--- config.mk ---
export PLATFORM = sky130hd
export DESIGN_NAME = ckpt_undo_unit
export DESIGN_NICKNAME = d
export VERILOG_FILES = /design/src/rtl/ckpt_pkg.sv /design/src/rtl/undo_lifo.sv /design/src/rtl/dirty_filter.sv /design/src/rtl/restore_seq.sv /design/src/rtl/ckpt_undo_unit.sv
export SDC_FILE = /design/constraint.sdc
export NUM_CORES = 1
export LEC_CHECK = 0
export CAP_MARGIN = 25
export CORE_ASPECT_RATIO = 2
export CORE_MARGIN = 2
export CORE_UTILIZATION = 55
export CTS_CLUSTER_SIZE = 30
export DETAILED_ROUTE_END_ITERATION = 10
export MAX_ROUTING_LAYER = met4
export PLACE_DENSITY = 0.87
export RECOVER_POWER = 100
export REMOVE_ABC_BUFFERS = 1
export SLEW_MARGIN = 10
export SYNTH_ARGS = -nofsm -noshare
export SYNTH_HDL_FRONTEND = slang
export SYNTH_SLANG_ARGS = --single-unit
export TNS_END_PERCENT = 10
--- constraint.sdc ---
create_clock -name clk -period 5 [get_ports clk]
set_input_delay 1 -clock clk [delete_from_list [all_inputs] [get_ports clk]]
set_output_delay 1 -clock clk [all_outputs]
set_load 0.03 [all_outputs]
--- src/rtl/ckpt_pkg.sv ---
package ckpt_pkg;

    localparam int CLS_GPR = 0;
    localparam int CLS_MEM = 1;
    localparam int CLS_SPR = 2;
    localparam int NCLS    = 3;

    typedef enum logic {
        SEQ_IDLE = 1'b0,
        SEQ_RUN  = 1'b1
    } seq_state_e;

endpackage

--- src/rtl/undo_lifo.sv ---
module undo_lifo #(
    parameter int AW    = 4,
    parameter int DW    = 16,
    parameter int DEPTH = 8
) (
    input  logic          clk,
    input  logic          rst_n,
    input  logic          clr,
    input  logic          push,
    input  logic [AW-1:0] push_addr,
    input  logic [DW-1:0] push_data,
    input  logic          pop,
    output logic [AW-1:0] top_addr,
    output logic [DW-1:0] top_data,
    output logic          empty,
    output logic          ovf
);
    localparam int CW = $clog2(DEPTH + 1);
    localparam int IW = (DEPTH > 1) ? $clog2(DEPTH) : 1;
    localparam int EW = AW + DW;

    typedef struct packed {
        logic [DEPTH-1:0][EW-1:0] mem;
        logic [CW-1:0]            cnt;
        logic                     ovf;
    } lifo_t;

    lifo_t         s_q, s_d;
    logic [CW-1:0] base;
    logic [CW-1:0] top_ptr;
    logic          full;

    always_comb begin
        s_d  = s_q;
        base = s_q.cnt;
        if (clr) begin
            s_d.cnt = '0;
            s_d.ovf = 1'b0;
            base    = '0;
        end else if (pop && (s_q.cnt != '0)) begin
            s_d.cnt = s_q.cnt - 1'b1;
        end
        full = (base == CW'(DEPTH));
        if (push) begin
            if (full) begin
                s_d.ovf = 1'b1;
            end else begin
                s_d.mem[base[IW-1:0]] = {push_addr, push_data};
                s_d.cnt               = base + 1'b1;
            end
        end
    end

    always_ff @(posedge clk) begin
        if (!rst_n) s_q <= '0;
        else        s_q <= s_d;
    end

    assign top_ptr = s_q.cnt - 1'b1;
    assign {top_addr, top_data} = s_q.mem[top_ptr[IW-1:0]];
    assign empty = (s_q.cnt == '0);
    assign ovf   = s_q.ovf;

endmodule

--- src/rtl/dirty_filter.sv ---
module dirty_filter #(
    parameter int AW = 4
) (
    input  logic          clk,
    input  logic          rst_n,
    input  logic          clr,
    input  logic          mark,
    input  logic [AW-1:0] addr,
    output logic          hit
);
    localparam int N = 1 << AW;

    logic [N-1:0] bits_q, bits_d;

    always_comb begin
        bits_d = bits_q;
        if (clr)  bits_d       = '0;
        if (mark) bits_d[addr] = 1'b1;
    end

    always_ff @(posedge clk) begin
        if (!rst_n) bits_q <= '0;
        else        bits_q <= bits_d;
    end

    assign hit = bits_q[addr];

endmodule

--- src/rtl/restore_seq.sv ---
module restore_seq
    import ckpt_pkg::*;
(
    input  logic            clk,
    input  logic            rst_n,
    input  logic [NCLS-1:0] cmd,
    input  logic [NCLS-1:0] ovf,
    input  logic [NCLS-1:0] empty,
    output logic [NCLS-1:0] pop,
    output logic [1:0]      cls,
    output logic            fin,
    output logic            busy,
    output logic            done,
    output logic            invalid
);
    typedef struct packed {
        seq_state_e st;
        logic [1:0] cls;
        logic       done;
        logic       invalid;
    } seq_t;

    seq_t       s_q, s_d;
    logic [1:0] pick;

    always_comb begin
        s_d         = s_q;
        s_d.done    = 1'b0;
        s_d.invalid = 1'b0;
        pop         = '0;
        fin         = 1'b0;
        pick        = cmd[CLS_GPR] ? 2'(CLS_GPR) :
                      cmd[CLS_MEM] ? 2'(CLS_MEM) : 2'(CLS_SPR);
        case (s_q.st)
            SEQ_IDLE: begin
                if (|cmd) begin
                    if (ovf[pick]) begin
                        s_d.done    = 1'b1;
                        s_d.invalid = 1'b1;
                    end else begin
                        s_d.st  = SEQ_RUN;
                        s_d.cls = pick;
                    end
                end
            end
            default: begin
                if (!empty[s_q.cls]) begin
                    pop[s_q.cls] = 1'b1;
                end else begin
                    fin      = 1'b1;
                    s_d.st   = SEQ_IDLE;
                    s_d.done = 1'b1;
                end
            end
        endcase
    end

    always_ff @(posedge clk) begin
        if (!rst_n) s_q <= '{st: SEQ_IDLE, cls: 2'd0, done: 1'b0, invalid: 1'b0};
        else        s_q <= s_d;
    end

    assign cls     = s_q.cls;
    assign busy    = (s_q.st == SEQ_RUN);
    assign done    = s_q.done;
    assign invalid = s_q.invalid;

endmodule

--- src/rtl/ckpt_undo_unit.sv ---
module ckpt_undo_unit
    import ckpt_pkg::*;
#(
    parameter int REG_AW     = 4,
    parameter int MEM_AW     = 8,
    parameter int SPR_AW     = 2,
    parameter int DW         = 16,
    parameter int GPR_DEPTH  = 8,
    parameter int MEM_DEPTH  = 8,
    parameter int SPR_DEPTH  = 4,
    parameter bit SPR_FILTER = 1'b1
) (
    input  logic              clk,
    input  logic              rst_n,
    input  logic              gpr_wr_vld,
    input  logic [REG_AW-1:0] gpr_wr_addr,
    input  logic [DW-1:0]     gpr_wr_old,
    input  logic              mem_wr_vld,
    input  logic [MEM_AW-1:0] mem_wr_addr,
    input  logic [DW-1:0]     mem_wr_old,
    input  logic              spr_wr_vld,
    input  logic [SPR_AW-1:0] spr_wr_addr,
    input  logic [DW-1:0]     spr_wr_old,
    input  logic              commit,
    input  logic              rcv_gpr,
    input  logic              rcv_mem,
    input  logic              rcv_spr,
    output logic              gpr_rst_we,
    output logic [REG_AW-1:0] gpr_rst_addr,
    output logic [DW-1:0]     gpr_rst_data,
    output logic              mem_rst_we,
    output logic [MEM_AW-1:0] mem_rst_addr,
    output logic [DW-1:0]     mem_rst_data,
    output logic              spr_rst_we,
    output logic [SPR_AW-1:0] spr_rst_addr,
    output logic [DW-1:0]     spr_rst_data,
    output logic              busy,
    output logic              done,
    output logic              rcv_invalid,
    output logic [2:0]        log_ovf
);
    typedef struct packed {
        logic [NCLS-1:0]   we;
        logic [REG_AW-1:0] g_addr;
        logic [DW-1:0]     g_data;
        logic [MEM_AW-1:0] m_addr;
        logic [DW-1:0]     m_data;
        logic [SPR_AW-1:0] s_addr;
        logic [DW-1:0]     s_data;
    } rst_out_t;

    logic              commit_eff;
    logic              gpr_ok, mem_ok, spr_ok;
    logic              gpr_push, mem_push, spr_push;
    logic              gpr_hit;
    logic [NCLS-1:0]   lg_empty;
    logic [NCLS-1:0]   lg_ovf;
    logic [NCLS-1:0]   pop;
    logic [1:0]        run_cls;
    logic              run_fin;
    logic              clr_gpr_dirty, clr_spr_dirty;
    logic [REG_AW-1:0] g_top_addr;
    logic [DW-1:0]     g_top_data;
    logic [MEM_AW-1:0] m_top_addr;
    logic [DW-1:0]     m_top_data;
    logic [SPR_AW-1:0] s_top_addr;
    logic [DW-1:0]     s_top_data;
    rst_out_t          o_q, o_d;

    // notifications and commit only count while no recovery is running
    assign commit_eff    = commit & ~busy;
    assign gpr_ok        = gpr_wr_vld & ~busy;
    assign mem_ok        = mem_wr_vld & ~busy;
    assign spr_ok        = spr_wr_vld & ~busy;
    assign clr_gpr_dirty = commit_eff | (run_fin & (run_cls == 2'(CLS_GPR)));
    assign clr_spr_dirty = commit_eff | (run_fin & (run_cls == 2'(CLS_SPR)));

    // a same-cycle commit wipes the dirty bit, so the write opens the new interval
    assign gpr_push = gpr_ok & (~gpr_hit | commit_eff);
    assign mem_push = mem_ok;

    dirty_filter #(.AW(REG_AW)) u_gpr_dirty (
        .clk   (clk),
        .rst_n (rst_n),
        .clr   (clr_gpr_dirty),
        .mark  (gpr_push),
        .addr  (gpr_wr_addr),
        .hit   (gpr_hit)
    );

    generate
        if (SPR_FILTER) begin : g_spr_filt
            logic spr_hit;
            dirty_filter #(.AW(SPR_AW)) u_spr_dirty (
                .clk   (clk),
                .rst_n (rst_n),
                .clr   (clr_spr_dirty),
                .mark  (spr_push),
                .addr  (spr_wr_addr),
                .hit   (spr_hit)
            );
            assign spr_push = spr_ok & (~spr_hit | commit_eff);
        end else begin : g_spr_raw
            logic unused_clr;
            assign unused_clr = clr_spr_dirty;
            assign spr_push   = spr_ok;
        end
    endgenerate

    undo_lifo #(.AW(REG_AW), .DW(DW), .DEPTH(GPR_DEPTH)) u_gpr_log (
        .clk       (clk),
        .rst_n     (rst_n),
        .clr       (commit_eff),
        .push      (gpr_push),
        .push_addr (gpr_wr_addr),
        .push_data (gpr_wr_old),
        .pop       (pop[CLS_GPR]),
        .top_addr  (g_top_addr),
        .top_data  (g_top_data),
        .empty     (lg_empty[CLS_GPR]),
        .ovf       (lg_ovf[CLS_GPR])
    );

    undo_lifo #(.AW(MEM_AW), .DW(DW), .DEPTH(MEM_DEPTH)) u_mem_log (
        .clk       (clk),
        .rst_n     (rst_n),
        .clr       (commit_eff),
        .push      (mem_push),
        .push_addr (mem_wr_addr),
        .push_data (mem_wr_old),
        .pop       (pop[CLS_MEM]),
        .top_addr  (m_top_addr),
        .top_data  (m_top_data),
        .empty     (lg_empty[CLS_MEM]),
        .ovf       (lg_ovf[CLS_MEM])
    );

    undo_lifo #(.AW(SPR_AW), .DW(DW), .DEPTH(SPR_DEPTH)) u_spr_log (
        .clk       (clk),
        .rst_n     (rst_n),
        .clr       (commit_eff),
        .push      (spr_push),
        .push_addr (spr_wr_addr),
        .push_data (spr_wr_old),
        .pop       (pop[CLS_SPR]),
        .top_addr  (s_top_addr),
        .top_data  (s_top_data),
        .empty     (lg_empty[CLS_SPR]),
        .ovf       (lg_ovf[CLS_SPR])
    );

    restore_seq u_seq (
        .clk     (clk),
        .rst_n   (rst_n),
        .cmd     ({rcv_spr, rcv_mem, rcv_gpr}),
        .ovf     (lg_ovf),
        .empty   (lg_empty),
        .pop     (pop),
        .cls     (run_cls),
        .fin     (run_fin),
        .busy    (busy),
        .done    (done),
        .invalid (rcv_invalid)
    );

    always_comb begin
        o_d        = o_q;
        o_d.we     = pop;
        o_d.g_addr = g_top_addr;
        o_d.g_data = g_top_data;
        o_d.m_addr = m_top_addr;
        o_d.m_data = m_top_data;
        o_d.s_addr = s_top_addr;
        o_d.s_data = s_top_data;
    end

    always_ff @(posedge clk) begin
        if (!rst_n) o_q <= '0;
        else        o_q <= o_d;
    end

    assign gpr_rst_we   = o_q.we[CLS_GPR];
    assign gpr_rst_addr = o_q.g_addr;
    assign gpr_rst_data = o_q.g_data;
    assign mem_rst_we   = o_q.we[CLS_MEM];
    assign mem_rst_addr = o_q.m_addr;
    assign mem_rst_data = o_q.m_data;
    assign spr_rst_we   = o_q.we[CLS_SPR];
    assign spr_rst_addr = o_q.s_addr;
    assign spr_rst_data = o_q.s_data;
    assign log_ovf      = lg_ovf;

endmodule

Yosys cells after proc, flatten, opt, wreduce, memory -nomap -nowiden
Index checks and enable logic that the tools add are counted.

storage, ports and cells
  bits in registers = 528
  input bits = 71
  output and inout port bits = 71
  logic and storage cells = 176

cells by class
  add/sub/neg operators = 6
  order comparisons = 16
  equality and inequality tests = 4
  mux-type cells = 66
  bitwise gates (word level) = 23
  reductions and logical operators = 22

operators with widths
  cell                                                 number
  bitwise mux 192 bit                                  1
  bitwise mux 160 bit                                  1
  binary-select mux 24 bit (select 3 bit)              1
  bitwise mux 72 bit                                   1
  demux 24 bit (select 3 bit)                          1
  binary-select mux 20 bit (select 3 bit)              1
  demux 20 bit (select 3 bit)                          1
  2-to-1 mux 24 bit                                    2
  2-to-1 mux 4 bit                                     11
  2-to-1 mux 20 bit                                    2
  binary-select mux 18 bit (select 2 bit)              1
  demux 18 bit (select 2 bit)                          1
  2-to-1 mux 18 bit                                    2
  2-to-1 mux 16 bit                                    2
  2-to-1 mux 3 bit                                     7
  2-to-1 mux 1 bit                                     18
  < comparator 3 x 4 -> 1 bit (second input constant)  4
  bitwise OR 16 bit                                    1
  < comparator 2 x 3 -> 1 bit (second input constant)  5
  2-to-1 mux 5 bit                                     3
  logical AND 1 bit                                    9
  NOT 1 bit                                            9
  adder 4 x 1 -> 4 bit (second input constant)         2
  AND 1 bit                                            8
  other kinds (25)                                     43

Longest topological paths before layout
Gate-level depths: netlist (run 1).

  depth in word-level cells = 11
  mapped depth = 13
  depth with buffers taken out = 11

Cells and area by module
A second synthesis (run 1) with hierarchy kept.

second synthesis, totals
  cell total of the unflattened synthesis = 2367
  area total of the unflattened synthesis = 23017.1 µm²

by module, submodules not included
  module                                  instances  cells an instance  area each (µm²)  seq. area each (µm²)
  undo_lifo at u_mem_log                  1          982                8584.5           3943.8
  undo_lifo at u_gpr_log                  1          761                7749.9           3303.2
  undo_lifo at u_spr_log                  1          343                3583.4           1521.5
  ckpt_undo_unit                          1          148                1839.3           1301.2
  dirty_filter at u_gpr_dirty             1          86                 790.8            320.3
  restore_seq                             1          30                 284.0            100.1
  dirty_filter at g_spr_filt.u_spr_dirty  1          17                 185.2            80.1

Worst setup path after synthesis (run 1)
No wires, ideal clock.

  path type = in2reg
  start = input commit
  end = register u_mem_log.s_q[32] (netlist bit)
  library setup time = 0.076 ns
  data arrival time = 3.612 ns
  required time = 4.924 ns
  path slack = 1.312 ns
  stages on the path = 12
  path buffers = 4
  cell sequence = buf_2 > nand2b_1 > clkbuf_1 > nand2_1 > ha_1 > nor4bb_1 > or3b_2 > clkbuf_1 > nor4_1 > clkbuf_1 > nand2_1 > a21boi_0

between the ends
  word-level cells in the longest chain between the ends = 7
  elaborated cells between the ends (all ways) = 11
  those cells by class = 2 x order compare; 1 x eq/ne; 4 x mux; 2 x bitwise; 2 x reduce/logical

RTL lines
  element                                                                                                                 line                  source
  start, declared                                                                                                         ckpt_undo_unit.sv:24  input logic commit,
  AND 1 bit (*)                                                                                                           ckpt_undo_unit.sv:71  assign commit_eff = commit & ~busy;
  2-to-1 mux 4 bit (*)                                                                                                    undo_lifo.sv:36       if (clr) begin
  < comparator 3 x 4 -> 1 bit (implied by the code) / greater-or-equal comparator 3 x 1 -> 1 bit (equally long branches)  undo_lifo.sv:48       s_d.mem[base[IW-1:0]] = {push_addr, push_data};
  logical AND 1 bit (implied by the code)                                                                                 undo_lifo.sv:48
  2-to-1 mux 24 bit (implied by the code)                                                                                 undo_lifo.sv:48
  demux 24 bit (select 3 bit)                                                                                             n/a
  bitwise mux 192 bit                                                                                                     undo_lifo.sv:48
  end signal, assigned                                                                                                    undo_lifo.sv:55       if (!rst_n) s_q <= '0;
  end signal, assigned                                                                                                    undo_lifo.sv:56       else s_q <= s_d;
  end, declared                                                                                                           undo_lifo.sv:28       lifo_t s_q, s_d;

Mark *: on every way between the ends. The rest lies on a longest branch, timed or not.
A chain may end at the register's enable or synchronous reset.

Worst setup path in the final report (run 1)
  start = input gpr_wr_addr[1]
  end = register u_gpr_log.s_q[48] (netlist bit)

between the ends
  word-level cells in the longest chain between the ends = 6

RTL lines
  element                                 line                  source
  start, declared                         ckpt_undo_unit.sv:16  input logic [REG_AW-1:0] gpr_wr_addr,
  binary-select mux 1 bit (select 4 bit)  dirty_filter.sv:26    assign hit = bits_q[addr];
  2-to-1 mux 1 bit (implied by the code)  dirty_filter.sv:26
  NOT 1 bit                               ckpt_undo_unit.sv:79  assign gpr_push = gpr_ok & (~gpr_hit | commit_eff);
  bitwise OR 1 bit                        ckpt_undo_unit.sv:79
  AND 1 bit                               ckpt_undo_unit.sv:79
  AND reduction 2 bit (no line)           n/a
  end signal, assigned                    undo_lifo.sv:55
  end signal, assigned                    undo_lifo.sv:56
  end, declared                           undo_lifo.sv:28

No other way between the ends. The select of a mux whose other input is x is not followed.

==> impl_metrics.csv, run 1 <==
group,metric,value,unit
drt,routed_wl,57.2,mm
die,io_pins,142,
synth,synth_cell_types,55,
synth,synth-seq-cells,528,
outcome,status,"finished with violations",
drt,wl_per_cell,19.1,um
timing,worst_pin_slew,2.87,ns
cells_and_area,nets,2499,
clocking,clkSinkCount,528,
synth,synthSimpleGateAreaFrac,18.6,%
die,die_h,294,um
die,start_util,55.4,%
drt,drc,0,
die,die-area,43700,um^2
global_route,gr-usage-all-layers,26.6,%
setup_path,critPathLaunchType,"input port",
clocking,cts.htree.levels,2,
power_and_ir_drop,irDropWorstVdd,261,uV
drt,drt_iter0_markers,1348,
clocking,hold_buffers,0,
outcome,violations,"capacitance limit, slew limit",
clocking,cts_root_buf,"clkbuf_16",
drt,avgViaCountPerCell,5.85,
synth,synth-xor-area-share,0.379,%
synth,synth.most_common_cell,"nand2_1",
synth,synth_edf_count,0,
clocking,cts_resized,0,
timing,slew_headroom,-91.6,%
synth,synth_top_family_by_area,"simple AND/OR/NAND/NOR gates",
worst_hold_path,hold_path.class,"flop to flop",
synth,synth_top_area_share,45.8,%
synth,synth.avg_cell_area,9.57,um^2
synth,yosys.area.top_type,"dfxtp_1",
synth,synth_cells,2413,
synth,yosys_warnings,0,
timing,period_share,88.0,%
setup_path,cp.required,5.40,ns
timing,min_period,4.40,ns
place,portBuffers,141,
die,core,41600,um^2
setup_path,crit_fanout,20,
job,cap_viol_max_count,1,
power_and_ir_drop,p_leak,9.23,nW
die,num_rows,106,
die,die_w,149,um
setup_path,arrival,4.80,ns
clocking,clockBufferDepth,3,
synth,synth_fa_ha_area_share,0.650,%
drt,drt_pass1_iterations,6,
clocking,path_clk_slew,0.07,ns
setup_path,end_kind,"flop",
global_route,antenna_found_initial,4,
timing,setup_viol,0,
timing,maxSlewViolCount,171,
timing,fin_skew,0.0214,ns
synth,synth_common_cells,"648 x nand2_1, 528 x dfxtp_1, 314 x a21boi_0, 169 x mux2i_1, 166 x nor2b_1",
cells_and_area,syn2layout_area_growth,13.1,%
global_route,grt_pass1_vias,18200,
place,dp_cells,2908,
global_route,grt_max_degree,173,
drt,vias,17500,
global_route,grt_overflow,0,
cells_and_area,drive_gt1_share,9.64,%
clocking,cts_tree,"yes",
clocking,cts_setup_buffers,0,
place,hpwlAfterDp,36.2,mm
power_and_ir_drop,power_density,335,nW/um^2
synth,ys_top_cells_by_area,"dfxtp_1 46%, mux4_2 11%, nand2_1 11%",
place,place.gp.congestion,0.879,
drt,postRouteAntennaNets,0,
synth,synthMuxAreaShare,18.0,%
synth,synth_ff_type,"dfxtp_1",
setup_path,crit_type,"input port to flop",
timing,fmax,227,MHz
timing,rsz0062_at_grt,"no",
synth,synth_compound_area_share,12.1,%
synth,synthArstFlopShare,0,%
clocking,cts_buffers,45,
cells_and_area,final_cells,2992,
clocking,clock_latency,0.58,ns
synth,syn_area,23100,um^2
global_route,grt_pass1_wl,91.0,mm
synth,seq_area_frac_synth,45.8,%
timing,hold_viol,0,
power_and_ir_drop,finalPower,8.75,mW
[report_power, final]
group | total [mW] | internal, mW | switching (mW)
combinational | 0.916 | 0.367 | 0.549
clock | 3.50 | 1.94 | 1.56
sequential | 4.33 | 4.28 | 0.0501
total | 8.75 | 6.59 | 2.16
[logic make-up (layout without fill, tap and decap cells)]
family / Yosys count / after routing
AO/OA/AOI/OAI: 372 / 372
XOR/XNOR: 10 / 10
adder cells (fa/ha/maj): 12 / 12
buffers and inverters: 251 / 286
flip-flops: 528 / 528
multiplexers: 279 / 279
other: 0 / 4
AND/OR/NAND/NOR: 961 / 961
[flip-flops by register name, indices dropped and copies added, names as in the netlist, 2 cells and up]
| name | cells |
|---|---|
| u_mem_log.s_q | 196 |
| u_gpr_log.s_q | 164 |
| u_spr_log.s_q | 75 |
| gpr_rst_data | 16 |
| mem_rst_data | 16 |
| spr_rst_data | 16 |
| u_gpr_dirty.bits_q | 16 |
| mem_rst_addr | 8 |
| g_spr_filt.u_spr_dirty.bits_q | 4 |
| gpr_rst_addr | 4 |
| spr_rst_addr | 2 |
| u_seq.cls | 2 |
[placed cells by master (no fill, tap or decap), types with 5 or more instances in the layout]
master	count
a32oi_1	9
dfxtp_1	526
nor3b_1	7
clkbuf_16	45
buf_4	33
inv_1	21
a21boi_0	314
clkbuf_8	11
nor2b_1	166
clkbuf_2	6
mux4_2	108
a22oi_1	14
nor2_1	21
ha_1	10
clkdlybuf4s50_1	67
clkbuf_1	17
a21oi_1	9
and3_1	5
and2_0	12
dlygate4sd3_1	73
and2_1	11
nor3_1	14
nand2_1	648
mux2i_1	169
nand3_1	47
[path summary, 6_finish.rpt]
kind | start | endpoint | slack (ns) | cells after the start
hold reg to reg | u_spr_log.s_q[10] | u_spr_log.s_q[10] | 0.46 | 2
setup reg to reg | u_seq.busy | u_spr_log.s_q[15] | 1.34 | 9
hold / removal | u_spr_log.s_q[10] | u_spr_log.s_q[10] | 0.46 | 2
setup / recovery | gpr_wr_addr[1] | u_gpr_log.s_q[48] | 0.60 | 8
[layer usage]
layer	share of wire, %	vias up	global-route usage, %
li1	-	8132	-
met1	35	8485	27.6
met2	54	653	48.0
met3	5.0	223	2.95
met4	5.9	0	15.8
met5	0	-	-
[critical path, stage by stage]
cell and delay (ns):
dlygate4sd3_1 0.66, clkbuf_1 0.70, mux2i_1 0.20, mux4_2 0.60
or3b_1 0.54, and3_1 0.30, and4_2 0.54, mux2i_1 0.23
[final cells by class]
cell class | count | area (um^2)
Antenna cell | 4 | 10.0
Clock buffer | 69 | 1330
Clock inverter | 10 | 134
Fill cell | 3292 | 15500
Inverter | 21 | 78.8
Multi-Input combinational cell | 1634 | 11500
Sequential cell | 528 | 10600
Tap cell | 540 | 676
Timing Repair Buffer | 186 | 1760
[stage by stage]
stage / setup TNS, ns / util, % / hold slack (ns) / cell area, um^2 / worst slack, ns
after floorplan: -40.31 / - / 0.432 / 22100 / -0.705
after global placement: 0 / 59.2 / 0.439 / 24600 / 0.838
after detailed placement: 0 / 59.2 / 0.449 / 24700 / 0.678
after CTS: 0 / 62.8 / 0.463 / 26100 / 1.28
after global routing: 0 / 62.7 / 0.479 / 26100 / 0.535
final: 0 / 62.7 / 0.461 / 26100 / 0.600
(Power assumes the default switching activity.)
==> run 2, diff against run 1 <==
Settings changed: CORE_UTILIZATION 55 to 50, PLACE_DENSITY 0.87 to 0.81, SYNTH_HIERARCHICAL set to 1.
==> run 2 against run 1 <==
The flow still finishes with violations (capacitance limit, slew limit); synthesized cell count shrank 1.9%; clock skew grew 0.016 ns; non-clock buffer count increased by 6; register-to-register slack got worse by 0.65 ns; via count is 0.27% lower; worst setup slack improved by 0.092 ns; worst hold slack lost 0.0066 ns; cell area shrank 0.77%; sequential share of layout area up 0.30 points; synthesized area shrank 0.28%.
==> impl_metrics.csv, run 2 <==
group,metric,value,unit
synth,synth_ff_type,"dfxtp_1",
synth,synth_edf_count,0,
drt,postRouteAntennaNets,0,
clocking,path_clk_slew,0.07,ns
clocking,cts_setup_buffers,0,
setup_path,regToRegStartpoint,"u_mem_log/s_q[1]",
drt,avgViaCountPerCell,5.84,
setup_path,arrival,4.75,ns
place,hpwlAfterDp,36.7,mm
clocking,cts_buffers,45,
setup_path,reg2reg_depth,6,
drt,routed_wl,58.0,mm
clocking,hold_buffers,0,
synth,yosys.area.top_type,"dfxtp_1",
synth,synth_top_area_share,45.9,%
synth,synth_cells,2367,
cells_and_area,largest-register,"u_mem_log/s_q",
power_and_ir_drop,irDropWorstVdd,282,uV
drt,drc,0,
drt,drt_pass1_iterations,5,
synth,synth.avg_cell_area,9.72,um^2
timing,min_period,4.31,ns
setup_path,rrSetupSlack,0.69,ns
synth,synth.most_common_cell,"nand2_1",
worst_hold_path,hold_depth,2,
place,portBuffers,141,
die,die-area,47900,um^2
cells_and_area,mostFrequentLayoutCells,"549 x nand2_1, 527 x dfxtp_1, 162 x mux2i_1, 151 x a21oi_1, 110 x mux4_2",
worst_hold_path,hp-start,"u_gpr_log/s_q[118]",
setup_path,critPathLaunchType,"flop",
outcome,status,"finished with violations",
worst_hold_path,worst_hold_path.endpoint,"u_gpr_log/s_q[118]",
cells_and_area,final_cells,2986,
synth,ys_top_cells_by_area,"dfxtp_1 46%, mux4_2 11%, nand2_1 9.0%",
global_route,grt_pass1_vias,18000,
clocking,clkSinkCount,528,
global_route,gr-usage-all-layers,24.5,%
setup_path,r2r-end,"mem_rst_addr[1]",
timing,maxSlewViolCount,542,
synth,yosys_warnings,6,
global_route,grt_pass1_wl,91.7,mm
cells_and_area,area.sequential,10600,um^2
cells_and_area,nets,2470,
cells_and_area,largest_reg_flops,196,
power_and_ir_drop,p_leak,10.1,nW
clocking,cts_tree,"yes",
die,die_w,156,um
global_route,antenna_found_initial,2,
power_and_ir_drop,power_density,330,nW/um^2
place,dp_cells,2904,
synth,syn_area,23000,um^2
cells_and_area,fillers,3854,
cells_and_area,final_common_cell,"nand2_1",
die,core,45700,um^2
cells_and_area,reg_top3,"u_mem_log/s_q x196, u_gpr_log/s_q x164, u_spr_log/s_q x75",
job,cap_viol_max_count,6,
clocking,clockBufferDepth,3,
synth,synthArstFlopShare,0,%
timing,slew_headroom,-61.9,%
die,num_rows,111,
cells_and_area,multi_input_area,11200,um^2
setup_path,cp.required,5.44,ns
place,place.gp.congestion,0.831,
global_route,grt_overflow,0,
timing,hold_viol,0,
timing,setup_viol,0,
cells_and_area,design_area,25900,um^2
place,dpl_cell_area,24500,um^2
clocking,cts_root_buf,"clkbuf_16",
setup_path,cp-startpoint,"u_mem_log/s_q[1]",
drt,vias,17400,
synth,synth_cell_types,72,
setup_path,crit_type,"flop to flop",
timing,period_share,86.1,%
timing,worst_pin_slew,2.43,ns
timing,fin_skew,0.0370,ns
drt,wl_per_cell,19.4,um
synth,seq_area_frac_synth,45.9,%
setup_path,end_kind,"flop",
synth,synth_common_cells,"549 x nand2_1, 528 x dfxtp_1, 162 x mux2i_1, 151 x a21oi_1, 137 x clkbuf_1",
outcome,violations,"capacitance limit, slew limit",
timing,fmax,232,MHz
drt,drt_iter0_markers,1136,
die,die_h,307,um
clocking,clock_latency,0.59,ns
die,start_util,50.4,%
cells_and_area,drive_gt1_share,12.0,%
die,io_pins,142,
clocking,cts.htree.levels,2,
cells_and_area,syn2layout_area_growth,12.5,%
timing,setup_tns,0,ns
synth,synth-seq-cells,528,
timing,rsz0062_at_grt,"no",
worst_hold_path,hold_path.class,"flop to flop",
power_and_ir_drop,finalPower,8.56,mW
global_route,grt_max_degree,200,
clocking,cts_resized,0,
setup_path,crit_fanout,19,
[run 2: logic make-up after synthesis]
| family | count (synthesis) | synth area share, % |
|---|---|---|
| AO/OA/AOI/OAI | 355 | 9.52 |
| adder cells (fa/ha/maj) | 12 | 0.652 |
| multiplexers | 317 | 20.2 |
| flip-flops | 528 | 45.9 |
| buffers and inverters | 260 | 5.46 |
| XOR/XNOR | 2 | 0.0761 |
| AND/OR/NAND/NOR | 893 | 18.1 |
[run 2: final cells by class]
type | instances | share of cell area, %
repair buffers | 192 | 6.86
well taps | 565 | 2.73
diodes | 2 | 0.0193
clock inverters | 11 | 0.517
multi-input cells | 1579 | 43.2
clock buffers | 68 | 5.22
inverters | 41 | 0.594
flip-flops and latches | 528 | 40.8
[run 2: where the power goes]
group | leakage (nW) | internal, mW | switching (mW)
Clock | 0.732 | 1.93 | 1.61
Combinational | 5.11 | 0.283 | 0.423
Sequential | 4.26 | 4.27 | 0.0427
[run 2: worst max-delay path by stage]
stage / end / slack [ns]
floorplan: u_mem_log/s_q[10] / -0.28
global placement: u_gpr_log/s_q[103] / 0.84
detailed placement: u_gpr_log/s_q[103] / 0.72
CTS: u_gpr_log/s_q[34] / 1.30
finish: mem_rst_addr[1] / 0.69
global route: mem_rst_addr[1] / 0.51
[run 2: stage by stage]
step / hold slack, ns / utilization (%) / setup slack [ns]
4_1_cts: 0.454 / 56.9 / 1.30
6_report: 0.454 / 56.7 / 0.693
3_3_place_gp: 0.438 / 53.6 / 0.838
3_5_place_dp: 0.445 / 53.6 / 0.721
5_1_grt: 0.468 / 56.7 / 0.509
2_1_floorplan: 0.432 / - / -0.282
[run 2: critical path: stages (launching register included)]
cell      delay [ns]
dfxtp_1         0.99
inv_1           0.21
ha_1            0.35
xor2_1          0.80
clkbuf_1        1.15
mux2_2          0.43
and2_0          0.22
[run 2: layer usage]
layer	up-vias	GRT usage, %	part of all wire, %	routed length [um]
met5	-	-	0	0
met4	0	13.8	5.3	3090
met3	207	3.45	5.4	3130
met2	618	45.3	54	31500
met1	8545	24.3	35	20400
li1	8076	-	-	-
==> run 3, diff against run 2 <==
Settings changed: MAX_ROUTING_LAYER met4 to unset.
==> run 3 against run 2 <==
The run still ends with capacitance limit, slew limit left; largest cell class unchanged; register-to-register slack hardly changed; clock skew is 0.00057 ns lower; power is essentially flat; first-iteration DRC count fell by 0.18%.
==> impl_metrics.csv, run 3 (synthesized netlist as in run 2, its figures left out) <==
group,metric,value,unit
drt,vias,17400,
global_route,antenna_found_initial,2,
timing,worst_pin_slew,2.44,ns
timing,setup_viol,0,
power_and_ir_drop,internal_power,6.49,mW
power_and_ir_drop,p_leak,10.1,nW
setup_path,rrSetupSlack,0.69,ns
power_and_ir_drop,irDropWorstVdd,281,uV
die,num_rows,111,
timing,fmax,232,MHz
clocking,clockBufferDepth,3,
drt,wl_per_cell,19.4,um
place,dp_cells,2904,
die,start_util,50.4,%
clocking,cts_setup_buffers,0,
setup_path,critPathLaunchType,"flop",
worst_hold_path,hold_path.class,"flop to flop",
power_and_ir_drop,power_switching,2.06,mW
power_and_ir_drop,power_frac_seq,50.4,%
clocking,cts_root_buf,"clkbuf_16",
clocking,cts.htree.levels,2,
drt,postRouteAntennaNets,0,
place,portBuffers,141,
cells_and_area,mostFrequentLayoutCells,"549 x nand2_1, 527 x dfxtp_1, 162 x mux2i_1, 151 x a21oi_1, 110 x mux4_2",
cells_and_area,fin_util,56.7,%
clocking,clkSinkCount,528,
cells_and_area,largest_reg_flops,196,
clocking,cts_resized,0,
die,die_h,307,um
global_route,grt_pass1_wl,91.6,mm
cells_and_area,reg_top3,"u_mem_log/s_q x196, u_gpr_log/s_q x164, u_spr_log/s_q x75",
power_and_ir_drop,clkPwrFrac,41.3,%
die,die-area,47900,um^2
power_and_ir_drop,finalPower,8.55,mW
clocking,clock_latency,0.59,ns
outcome,violations,"capacitance limit, slew limit",
cells_and_area,syn2layout_area_growth,12.5,%
drt,avgViaCountPerCell,5.83,
cells_and_area,final_common_cell,"nand2_1",
timing,hold_slack,0.453,ns
drt,drt_pass1_iterations,5,
timing,hold_viol,0,
clocking,cts_buffers,45,
cells_and_area,drive_gt1_share,12.0,%
clocking,hold_buffers,0,
clocking,cts_tree,"yes",
timing,fin_skew,0.0364,ns
setup_path,arrival,4.75,ns
global_route,grt_pass1_vias,18000,
power_and_ir_drop,switching_share,24.1,%
power_and_ir_drop,power_frac_comb,8.2,%
cells_and_area,final_cells,2984,
drt,routed_wl,57.9,mm
setup_path,cp.required,5.44,ns
global_route,grt_overflow,0,
place,hpwlAfterDp,36.7,mm
power_and_ir_drop,power_density,330,nW/um^2
drt,drc,0,
cells_and_area,nets,2470,
cells_and_area,largest-register,"u_mem_log/s_q",
global_route,gr-usage-all-layers,23.8,%
place,place.gp.congestion,0.818,
outcome,status,"finished with violations",
timing,slew_headroom,-62.9,%
setup_path,crit_type,"flop to flop",
clocking,path_clk_slew,0.07,ns
setup_path,crit_fanout,19,
die,core,45700,um^2
timing,min_period,4.31,ns
setup_path,end_kind,"flop",
drt,drt_iter0_markers,1134,
job,cap_viol_max_count,5,
global_route,grt_max_degree,200,
cells_and_area,diodes,0,
die,io_pins,142,
cells_and_area,fillers,3853,
timing,maxSlewViolCount,542,
timing,rsz0062_at_grt,"no",
die,die_w,156,um
timing,period_share,86.1,%
[run 3: cell count changes in the layout (fill, tap and decap cells not counted), sizes merged]
cell	before	now
diode	2	0
[run 3: path summary, 6_finish.rpt]
kind | to | cells after the start | from
max | mem_rst_addr[1] | 6 | u_mem_log/s_q[1]
min | u_mem_log/s_q[131] | 2 | u_mem_log/s_q[131]
max reg2reg | mem_rst_addr[1] | 6 | u_mem_log/s_q[1]
min reg2reg | u_mem_log/s_q[131] | 2 | u_mem_log/s_q[131]
[run 3: cell type report]
cell class / instances / area (um^2) / area share (%)
Clock buffer: 68 / 1350 / 5.22
Clock inverter: 11 / 134 / 0.517
Inverter: 41 / 154 / 0.594
Multi-Input combinational cell: 1579 / 11200 / 43.2
Sequential cell: 528 / 10600 / 40.8
Tap cell: 565 / 707 / 2.73
Timing Repair Buffer: 192 / 1780 / 6.86
[run 3: metrics by stage]
stage,setup WS [ns],area (um^2),setup TNS [ns]
after floorplan,-0.282,21900,-6.76
after global placement,0.838,24500,0
after detailed placement,0.721,24500,0
after CTS,1.30,26000,0
after global routing,0.509,25900,0
final,0.695,25900,0
[run 3: critical path: stages (launching register included)]
cell and delay (ns):
dfxtp_1 1.00, inv_1 0.22, ha_1 0.35, xor2_1 0.79, clkbuf_1 1.15, mux2_2 0.43, and2_0 0.22
[run 3: layer usage]
layer	up-vias	track usage, %	wire length (um)
met5	-	0	17
met4	4	13.9	3180
met3	218	3.62	3170
met2	613	45.2	31300
met1	8500	24.2	20300
li1	8063	-	-
[run 3: power groups by stage]
stage	clock (mW)	sequential, mW	combinational (mW)
floorplan	0	4.43	0.371
global placement	0	4.40	0.687
detailed placement	0	4.41	0.703
CTS	3.61	4.31	0.706
global route	3.76	4.32	0.752
finish	3.53	4.31	0.705
